File: config.mk
export PLATFORM = sky130hd
export DESIGN_NAME = nru_victim_sel
export DESIGN_NICKNAME = d
export VERILOG_FILES = /design/src/rtl/nru_victim_sel.sv
export SDC_FILE = /design/constraint.sdc
export NUM_CORES = 1
export LEC_CHECK = 0
export BUFFER_PORTS_ARGS = -buffer_cell sky130_fd_sc_hd__buf_4
export CORE_UTILIZATION = 30
export CTS_CLUSTER_SIZE = 12
export DETAILED_ROUTE_END_ITERATION = 8
export PLACE_DENSITY_LB_ADDON = 0.05
export SETUP_SLACK_MARGIN = 0.15
export SYNTH_ARGS = -nofsm -noshare
export SYNTH_HDL_FRONTEND = slang
export SYNTH_SLANG_ARGS = --single-unit
File: constraint.sdc
create_clock -name clk -period 12.3 [get_ports clk]
set_input_delay 1.23 -clock clk [delete_from_list [all_inputs] [get_ports clk]]
set_output_delay 1.23 -clock clk [all_outputs]
set_load 0.01 [all_outputs]
File: src/rtl/nru_victim_sel.sv
module nru_victim_sel #(
  parameter int          FRAME_BITS   = 4,
  parameter int          CLEAR_PERIOD = 256,
  parameter logic [15:0] LFSR_SEED    = 16'hACE1
) (
  input  logic                  clk,
  input  logic                  rst_n,
  input  logic                  acc_valid,
  input  logic [FRAME_BITS-1:0] acc_frame,
  input  logic                  acc_write,
  input  logic                  pick_req,
  output logic [FRAME_BITS-1:0] victim_idx,
  output logic                  victim_valid
);
  localparam int NF = 1 << FRAME_BITS;
  localparam int TW = $clog2(CLEAR_PERIOD + 1);

  logic [NF-1:0]         touched, changed;
  logic [TW-1:0]         tmr;
  logic [15:0]           lfsr;
  logic [NF-1:0]         pool, hit;
  logic [FRAME_BITS-1:0] start, pick, idx;
  logic                  tick;

  wire [NF-1:0] c0 = ~touched & ~changed;
  wire [NF-1:0] c1 = ~touched &  changed;
  wire [NF-1:0] c2 =  touched & ~changed;
  wire [NF-1:0] c3 =  touched &  changed;

  assign pool  = (|c0) ? c0 : (|c1) ? c1 : (|c2) ? c2 : c3;
  assign start = lfsr[FRAME_BITS-1:0];
  assign tick  = (tmr == TW'(CLEAR_PERIOD - 1));
  assign hit   = acc_valid ? ({{(NF-1){1'b0}}, 1'b1} << acc_frame) : '0;

  always_comb begin
    pick = start;
    idx  = start;
    for (int k = NF - 1; k >= 0; k--) begin
      idx = start + FRAME_BITS'(k);
      if (pool[idx]) pick = idx;
    end
  end

  always_ff @(posedge clk) begin
    if (!rst_n) begin
      touched      <= '0;
      changed      <= '0;
      tmr          <= '0;
      lfsr         <= LFSR_SEED;
      victim_idx   <= '0;
      victim_valid <= 1'b0;
    end else begin
      touched      <= (tick ? '0 : touched) | hit;
      changed      <= changed | (acc_write ? hit : '0);
      tmr          <= tick ? '0 : tmr + 1'b1;
      lfsr         <= {1'b0, lfsr[15:1]} ^ (lfsr[0] ? 16'hB400 : 16'h0000);
      victim_valid <= pick_req;
      if (pick_req) victim_idx <= pick;
    end
  end
endmodule

Word level (Yosys, flattened, before mapping). Cells that the tools add are included.

Equality and inequality tests: 1. Reductions and logical operators: 4. Bitwise gates (word level): 10. Muxes and demuxes: 55. Add/sub/neg operators: 16. Shift-type cells: 1. Order comparisons: 16.

Operator list (count): 16-bit two-way mux (7); 4-bit by 5-bit < comparator with 1-bit output, second input constant (16); 16-bit AND (4); 1-bit binary-select mux with 4-bit select (16); 4-bit two-way mux (16); 16-bit OR reduction (3); 4-bit adder, second input constant (8); 16-bit NOT (2); 16-bit bitwise OR (2); 4-bit by 3-bit adder with 4-bit output, second input constant (4); 1-bit two-way mux (16); 1-bit by 4-bit << shifter with 16-bit output, first input constant (1); 15-bit by 16-bit bitwise XOR with 16-bit output (1); 9-bit by 1-bit adder with 9-bit output, second input constant (1); 9-bit by 8-bit == test with 1-bit output, second input constant (1); 4-bit by 2-bit adder with 4-bit output, second input constant (2); 4-bit by 1-bit adder with 4-bit output, second input constant (1); 2-bit OR reduction (1); 1-bit NOT (1).

Output and inout port bits: 5. Register bits after elaboration: 62.

Logic depth before layout (Yosys ltp).
Word-level depth: 24. Depth in mapped cells: 16. Gate-level depth less buffers: 12.

Worst setup path before layout. OpenSTA, ideal clock, no wires.

Path type: reg-to-reg. From: reg lfsr[1]. To: reg victim_idx[1]. Stages on the path, launching flop included: 15. Library setup time: 0.123 ns. Data arrival time: 3.980 ns. Path buffers: 4. Setup slack: 8.196 ns. Cells stage by stage: dfxtp_1 clkbuf_1 clkinv_1 clkbuf_1 ha_1 clkbuf_1 clkinv_1 nand2_1 a211oi_1 or4_1 clkbuf_1 mux4_2 o31a_1 o31ai_1 a21boi_1.

Cells in the longest elaborated chain, start to end: 19. Elaborated cells on any way between the ends: 63. Classes of those cells: add/sub: 15; mux: 48.

Ends and longest elaborated chain: start, declared (RTL line 20) `logic [15:0] lfsr;`; start signal, assigned (RTL line 56) `lfsr <= {1'b0, lfsr[15:1]} ^ (lfsr[0] ? 16'hB400 : 16'h0000);`; 4-bit adder (RTL line 39) `idx = start + FRAME_BITS'(k);`; 1-bit binary-select mux with 4-bit select (RTL line 40) `if (pool[idx]) pick = idx;`; 1-bit two-way mux (not written as such) (RTL line 40); 4-bit two-way mux (15 in series) (RTL line 40); 4-bit two-way mux * (RTL line 40); end signal, assigned (RTL line 58) `if (pick_req) victim_idx <= pick;`; end, declared (RTL line 12) `output logic [FRAME_BITS-1:0] victim_idx,`.

Every way passes the cells marked *; elsewhere a longest branch is shown, timed or not. The select of a mux whose other input is x is not followed. A chain may end at the register's enable or synchronous reset.

Worst setup path in the final report.
From: reg lfsr[1]. To: reg victim_idx[2].

The elaborated chain is that of the path after synthesis.

==> key figures <==
Critical path
  • Crit-path max FO: 21
  • Crit start category: flip-flop
  • Critical path required time: 12.52 ns
  • Crit path launch: lfsr[1]
  • Critical path type: flip-flop to flip-flop
  • Slowest cell delay on critical path: 0.99 ns
  • Cell chain of the critical path: clkinv_1, ha_1, clkinv_1, or3_1, a31oi_1, a211oi_1, a211oi_1, a21oi_1, o22a_1, a211oi_2, a311oi_1
  • Crit path DAT: 5.79 ns
  • CP endpoint kind: flip-flop
  • Crit Reg-Reg Startpoint: lfsr[1]
  • Slowest-stage cell, CP: ha_1

STA
  • Rel. slew slack: 18.1%
  • Min cycle time layout: 5.56 ns
  • Setup_tns: 0 ns
  • Final Hold Fails: 0
  • Pins Over Slew Limit: 0
  • Crit share post-route: 45.2%
  • Final setup margin: 6.74 ns
  • Worst slew pin tran: 1.22 ns
  • Setup violators final: 0
  • Unrepaired setup endpoints after global routing: no
  • Clock Skew: 0.0156 ns
  • F_max: 0.180 GHz

Route
  • Post-DR wirelength/cell: 22.0 um
  • # DRC: 0
  • Drt pass-1 iters: 5
  • Routed Antenna Nets: 0
  • Via density per instance: 6.08
  • Final wirelength: 18600 um
  • Via count: 5161
  • Iteration-0 DRC Markers: 555

Clocking
  • Post-CTS setup buffers: 0
  • Max Root-Sink Buffers: 2
  • Hold buffers post-CTS: 0
  • Clock Latency Late Sink: 0.34 ns
  • Num CTS Buffers: 9
  • CTS Sinks: 62
  • Worst-path clk slew: 0.06 ns
  • H-tree depth: 3
  • Root Buffer: clkbuf_16
  • TritonCTS clock tree: done
  • Resize count post-CTS: 0

Global route
  • Tot GR Track Use: 21.3%
  • Largest net degree at the start of global routing: 50
  • Initial antenna violation count: 0
  • Overflow after GRT: 0
  • First-pass GRT wire length: 28600 um
  • Vias in the first global route: 4768

Synth
  • Sequential share of the synthesized area: 23.8%
  • Post-synth top area share: 23.8%
  • Area leader, netlist: dfxtp_1
  • Distinct cells, synth: 71
  • Register bit count reported by yosys: 62
  • Netlist Area Pre-Place: 0.00521 mm2
  • Syn avg cell area: 8.08 um2
  • Post-synth top flop: dfxtp_1
  • Net count after synthesis: 662
  • Async SR Flop Fraction: 0%
  • Synthesized instance count: 644
  • YS warnings: 0
  • Number of synthesized flops with an enable pin: 0
  • Synth area leaders: dfxtp_1 (24%), mux4_2 (6.9%), nand2_1 (5.3%), a21oi_1 (3.5%), mux2i_1 (3.3%)

Run status
  • Status: finished clean

Finish
  • Ant diodes: 0
  • NumNets Final: 643
  • Layout cell share with drive strength beyond 1: 11.0%
  • Most frequent cells in the layout: nand2_1 (73), dfxtp_1 (62), nor2_1 (36), a21oi_1 (36), o21ai_0 (30)
  • # fillers: 1773
  • Register area: 0.00124 mm2
  • Multi-input combinational cell area: 0.00370 mm2
  • Most common cell after layout, fill and taps aside: nand2_1
  • Area grow syn2layout: 9.95%

Pwr
  • PD cells: 109 mW/mm2
  • Max VDD drop: 0.0000793 V
  • Static leakage: 2.07 nW

Die
  • # IOs: 14
  • Core ar.: 0.0168 mm2
  • Cell Rows: 47
  • Chip height: 134 um
  • Die area: 0.0179 mm2
  • Die W: 134 um
  • Initial Util: 31.1%

Placement
  • Pre-CTS worst setup slack: 6.72 ns
  • Gpl congestion: 0.911
  • Detailed placer's ending HPWL: 13900 um
  • Port Buffers: 13

Worst hold path
  • Hold Startpoint: lfsr[7]
  • Worst hold path class: flip-flop to flip-flop

Flow run
  • Max-cap violations: 0
==> Yosys cell counts, drive strengths merged (4+ instances only) <==
library cell / number
mux4: 16
a221oi: 6
o21ai: 30
buf: 12
a21oi: 36
and2: 13
o2111ai: 4
nand4: 6
o21a: 4
o2bb2ai: 12
nor4: 4
a2111oi: 5
inv: 13
xnor2: 14
a211oi: 14
nor2: 36
a21boi: 4
xor2: 7
a211o: 5
or3: 4
o22ai: 21
dfxtp: 62
a21o: 12
ha: 9
o211ai: 6
and3: 4
o31ai: 5
mux2: 10
nand3: 13
a22o: 17
a31oi: 8
a2111o: 7
nor3: 13
a22oi: 7
nand2: 73
nor2b: 15
a32o: 5
mux2i: 17
clkbuf: 36
nand2b: 21
==> through the flow <==
stage                     power [mW]  util, %  std cells  hold slack (ns)  instance area [um2]
after floorplan                0.321        -        644            0.386                 5210
after global placement         0.364     32.3        834            0.401                 5420
after detailed placement       0.362     32.3        834            0.396                 5420
after CTS                      0.629     34.2        849            0.412                 5720
after global routing           0.653     34.2        849            0.434                 5720
final                          0.625     34.2        849            0.409                 5720
==> routing by layer <==
layer / up-vias / share of wire [%] / GRT usage, %
met1: 2528 / 50 / 31.8
li1: 2424 / - / -
met4: 0 / 1.7 / 5.93
met5: - / 0 / 0
met2: 177 / 42 / 30.7
met3: 32 / 6.9 / 3.96
==> worst max-delay path: cells and delay by family, from the launching register on <==
family          cells  cell delay [ns]
simple gates        1             0.50
flops               1             0.87
fa+ha+maj           1             0.99
compound gates      7             1.73
buf+inv             2             1.35
==> path summary, 6_finish.rpt <==
check / slack (ns) / cells past startpoint / endpoint
setup / recovery: 6.74 / 11 / victim_idx[2]
hold reg to reg: 0.41 / 1 / lfsr[6]
setup reg to reg: 6.74 / 11 / victim_idx[2]
hold / removal: 0.41 / 1 / lfsr[6]
==> power breakdown <==
| group | internal (mW) | leakage [nW] | switching [mW] |
|---|---|---|---|
| registers | 0.208 | 0.506 | 0.00713 |
| logic | 0.0529 | 1.41 | 0.0932 |
| clock network | 0.172 | 0.151 | 0.0917 |
| total | 0.433 | 2.07 | 0.192 |
==> cell type report <==
type | count | area share [%]
multi-input combinational | 518 | 64.7
inverter | 16 | 1.05
tap | 220 | 4.81
clock inverter | 3 | 0.743
timing repair buffer | 18 | 2.36
clock buffer | 12 | 4.66
sequential | 62 | 21.7
==> cells by family after synthesis <==
logic type	count (synthesis)	share of synthesized area [%]
AO/OA/AOI/OAI	227	31.7
XOR/XNOR	21	3.53
buffers and inverters	64	5.02
AND/OR/NAND/NOR	218	21.3
multiplexers	43	12.4
flip-flops	62	23.8
adder cells (fa/ha/maj)	9	2.16
==> registers in the layout (all words and copies together) (netlist names) <==
name          count
victim_idx        4
tmr               9
lfsr             16
touched          16
changed          16
victim_valid      1
Note: power is estimated with default switching activity, not from simulation.
